==> src/rtl/lpm_pkg.sv <==
package lpm_pkg;

    typedef enum logic [1:0] {
        LPM_RUN  = 2'b00,
        LPM_NAP  = 2'b01,
        LPM_DEEP = 2'b10,
        LPM_STBY = 2'b11
    } lpm_mode_e;

    typedef struct packed {
        lpm_mode_e mode;
    } lpm_state_t;

    typedef struct packed {
        logic core;
        logic dma;
        logic periph;
    } lpm_run_t;

endpackage

==> src/rtl/lpm_mode_select.sv <==
module lpm_mode_select
    import lpm_pkg::*;
#(
    parameter int CTRL_W  = 8,
    parameter int SEL_BIT = 7
) (
    input  logic [CTRL_W-1:0] cfg_a,
    input  logic [CTRL_W-1:0] cfg_b,
    output lpm_mode_e         target
);
    // Only the select bit of each register matters; the rest is folded away.
    logic unused_cfg_bits;
    assign unused_cfg_bits = ^{cfg_a, cfg_b};

    always_comb begin
        if (cfg_a[SEL_BIT])
            target = LPM_STBY;
        else if (cfg_b[SEL_BIT])
            target = LPM_DEEP;
        else
            target = LPM_NAP;
    end
endmodule

==> src/rtl/lpm_domain_gate.sv <==
module lpm_domain_gate
    import lpm_pkg::*;
(
    input  lpm_mode_e mode,
    output lpm_run_t  run
);
    always_comb begin
        run = '{core: 1'b0, dma: 1'b1, periph: 1'b1};
        unique case (mode)
            LPM_RUN:  run.core   = 1'b1;
            LPM_NAP:  ;
            LPM_DEEP: run.dma    = 1'b0;
            LPM_STBY: begin
                run.dma    = 1'b0;
                run.periph = 1'b0;
            end
        endcase
    end
endmodule

==> src/rtl/lpm_ctrl.sv <==
module lpm_ctrl
    import lpm_pkg::*;
#(
    parameter int CTRL_W  = 8,
    parameter int SEL_BIT = 7
) (
    input  logic              clk,
    input  logic              rst_n,
    input  logic              sleep_req,
    input  logic [CTRL_W-1:0] stby_cfg_a,
    input  logic [CTRL_W-1:0] stby_cfg_b,
    input  logic              irq_pending,
    output logic [1:0]        mode_o,
    output logic              core_run_o,
    output logic              dma_run_o,
    output logic              periph_run_o
);
    lpm_state_t st_d, st_q;
    lpm_mode_e  target;
    lpm_run_t   run;

    lpm_mode_select #(.CTRL_W(CTRL_W), .SEL_BIT(SEL_BIT)) u_sel (
        .cfg_a  (stby_cfg_a),
        .cfg_b  (stby_cfg_b),
        .target (target)
    );

    lpm_domain_gate u_gate (
        .mode (st_q.mode),
        .run  (run)
    );

    always_comb begin
        st_d = st_q;
        if (st_q.mode == LPM_RUN) begin
            if (sleep_req)
                st_d.mode = target;
        end else if (irq_pending) begin
            st_d.mode = LPM_RUN;
        end
    end

    always_ff @(posedge clk or negedge rst_n) begin
        if (!rst_n)
            st_q <= '{mode: LPM_RUN};
        else
            st_q <= st_d;
    end

    assign mode_o       = st_q.mode;
    assign core_run_o   = run.core;
    assign dma_run_o    = run.dma;
    assign periph_run_o = run.periph;

    a_r2_standby_entry: assert property (@(posedge clk) disable iff (!rst_n)
        (mode_o == 2'b00 && sleep_req && stby_cfg_a[SEL_BIT]) |=> (mode_o == 2'b11));

    a_r3_deep_entry: assert property (@(posedge clk) disable iff (!rst_n)
        (mode_o == 2'b00 && sleep_req && !stby_cfg_a[SEL_BIT] && stby_cfg_b[SEL_BIT])
        |=> (mode_o == 2'b10));

    a_r5_wake_on_irq: assert property (@(posedge clk) disable iff (!rst_n)
        (mode_o != 2'b00 && irq_pending) |=> (mode_o == 2'b00));

    a_r6_hold_in_low_power: assert property (@(posedge clk) disable iff (!rst_n)
        (mode_o != 2'b00 && !irq_pending) |=> $stable(mode_o));

    a_r7_core_only_running: assert property (@(posedge clk) disable iff (!rst_n)
        core_run_o |-> (mode_o == 2'b00));

    a_r9_periph_stop_standby: assert property (@(posedge clk) disable iff (!rst_n)
        !periph_run_o |-> (!dma_run_o && !core_run_o));
endmodule

==> config.mk <==
export PLATFORM = sky130hd
export DESIGN_NAME = lpm_ctrl
export DESIGN_NICKNAME = d
export VERILOG_FILES = /design/src/rtl/lpm_pkg.sv /design/src/rtl/lpm_mode_select.sv /design/src/rtl/lpm_domain_gate.sv /design/src/rtl/lpm_ctrl.sv
export SDC_FILE = /design/constraint.sdc
export NUM_CORES = 1
export LEC_CHECK = 0
export CAP_MARGIN = 40
export CELL_PAD_IN_SITES_DETAIL_PLACEMENT = 0
export CELL_PAD_IN_SITES_GLOBAL_PLACEMENT = 1
export CORE_AREA = 8 8 45 47
export CTS_CLUSTER_SIZE = 16
export DETAILED_ROUTE_END_ITERATION = 8
export DIE_AREA = 0 0 53 55
export HOLD_SLACK_MARGIN = 0.12
export PLACE_DENSITY = 0.72
export SYNTH_ARGS = -nofsm -noshare
export SYNTH_HDL_FRONTEND = slang
export SYNTH_SLANG_ARGS = --single-unit
==> constraint.sdc <==
create_clock -name clk -period 1.5 [get_ports clk]
set_clock_uncertainty 0.1 [all_clocks]
set_input_delay 0.225 -clock clk [delete_from_list [all_inputs] [get_ports clk]]
set_output_delay 0.225 -clock clk [all_outputs]
set_load 0.03 [all_outputs]
==> metrics.yaml <==
ir_drop_uv: 184
setup_viol: 0
syn_nets: 30
io_buffer_count: 10
antenna_left: 0
synth.distinct_cells: 7
layout-drive-gt1-share_pct: 16.7
synthCells: 10
antenna_found_initial: 0
p_leak_nw: 0.107
die_w_um: 53
cts.sinks: 2
grt_max_degree: 6
dr.pass1.iters: 1
nNetsFinal: 46
gr-total-overflow: 0
netlist_area_um2: 97.6
grt_pass1_vias: 146
grt_pass1_wl_um: 476
routed_wl_um: 337
layout_common_cells: "5 x clkdlybuf4s50_1, 4 x dlygate4sd2_1, 3 x clkbuf_4"
num_rows: 14
initial_core_util_pct: 7.05
holdCritPathClass: "reg -> reg"
yosysSeqAreaShare_pct: 51.3
worstPathMaxFanout: 5
insertion_delay_ns: 0.22
final_common_cell: "clkdlybuf4s50_1"
timing.final.ws_setup_ns: 0.101
dieArea_um2: 2920
rsz0062_at_grt: "false"
coreArea_um2: 1380
timing.fmax_mhz: 715
critPathCaptureType: "output pin"
cts_buffers: 3
groute.usage.overall_pct: 2.84
cts_tree: "built"
post-route-min-period_ns: 1.40
wire_per_inst_um: 8.43
vias: 124
dpl.cell_count: 36
synth.avg_cell_area_um2: 9.76
viasPerCell: 3.10
clk_pin_slew_ns: 0.03
final_max_slew_viol_count: 0
required_ns: 1.17
worst_slew_pin_slew_ns: 0.308
worstPathArrival_ns: 1.07
place_area_um2: 215
p_total_mw: 0.358
num_io_pins: 25
clock_path_buffers: 2
fin_tns_setup_ns: 0
max_slew_margin_pct: 79.6
antenna_cells: 0
yosys_warnings: 0
htree_levels: 1
critPathKind: "reg -> out"
cts_setup_buffers: 0
stdcell_area_um2: 243
cts-root-buf: "clkbuf_4"
instances_no_fill: 40
cp-start-kind: "flip-flop"
drtIter0Drc: 0
fin_util_pct: 17.5
post-place-ws_ns: 0.0484
syn2layout_area_growth_pct: 149
drv_cap: 0
fin_hold_ws_ns: 0.442
fillers: 158
largest_register_ffs: 2
period_share_pct: 93.2
die_height_um: 55
hpwl_um: 280
drc: 0
status: "finished clean"
pwr_density_cell_nw_per_um2: 1480
synth_seq_cells: 2
hold_viol_final: 0
gp_congestion: 0.718
## synthesized netlist by cell type (all sizes together)
master / instances / area, µm²
dfrtp: 2 / 50.1
inv: 2 / 7.51
nor2: 1 / 3.75
a32o: 2 / 20.0
or2: 1 / 6.26
nand2b: 1 / 6.26
nand2: 1 / 3.75
## worst max-delay path: stages, from the launching register on
cell and delay [ns]:
dfrtp_1 0.40, nand2_1 0.06, dlygate4sd2_1 0.39
## worst paths after layout
check,startpoint,end,slack [ns],cells after the start
setup / recovery,mode_o[1],periph_run_o,0.10,2
hold / removal,mode_o[0],mode_o[0],0.44,1
setup reg to reg,mode_o[1],mode_o[0],0.55,2
hold reg to reg,mode_o[0],mode_o[0],0.44,1
max in group asynchronous,rst_n,mode_o[0],0.57,2
min in group asynchronous,rst_n,mode_o[1],0.61,2
## power by group
part | leakage [nW] | switching, mW | internal [mW] | total [mW]
logic | 0.0675 | 0.0982 | 0.0616 | 0.160
registers | 0.0252 | 0.0128 | 0.0677 | 0.0805
clock network | 0.0138 | 0.0296 | 0.0882 | 0.118
## per-layer routing
layer,vias to the layer above,wire [µm],global-route usage [%]
met2,8,172,4.10
met1,54,87,1.21
met5,-,0,0
met4,0,0,7.76
met3,0,77,1.34
li1,62,-,-
## final cells by class
cell class	instances	area, µm²	share of cell area [%]
repair buffers	11	103	42.3
flip-flops and latches	2	50.0	20.6
multi-input cells	6	40.0	16.5
clock buffers	3	22.5	9.28
well taps	16	20.0	8.25
inverters	2	7.51	3.09
## logic make-up after synthesis
logic type	after synthesis	synth area share (%)
AO/OA/AOI/OAI	2	20.5
buffers and inverters	2	7.70
flip-flops	2	51.3
AND/OR/NAND/NOR	4	20.5
## timing repair
action / 4_1_cts / 5_1_grt
gates resized for setup: 4 / 0
setup endpoints to repair: 4 / 0
hold buffers: 1 / 0
hold endpoints to repair: 2 / 0
Note: power is estimated with default switching activity, not from simulation.
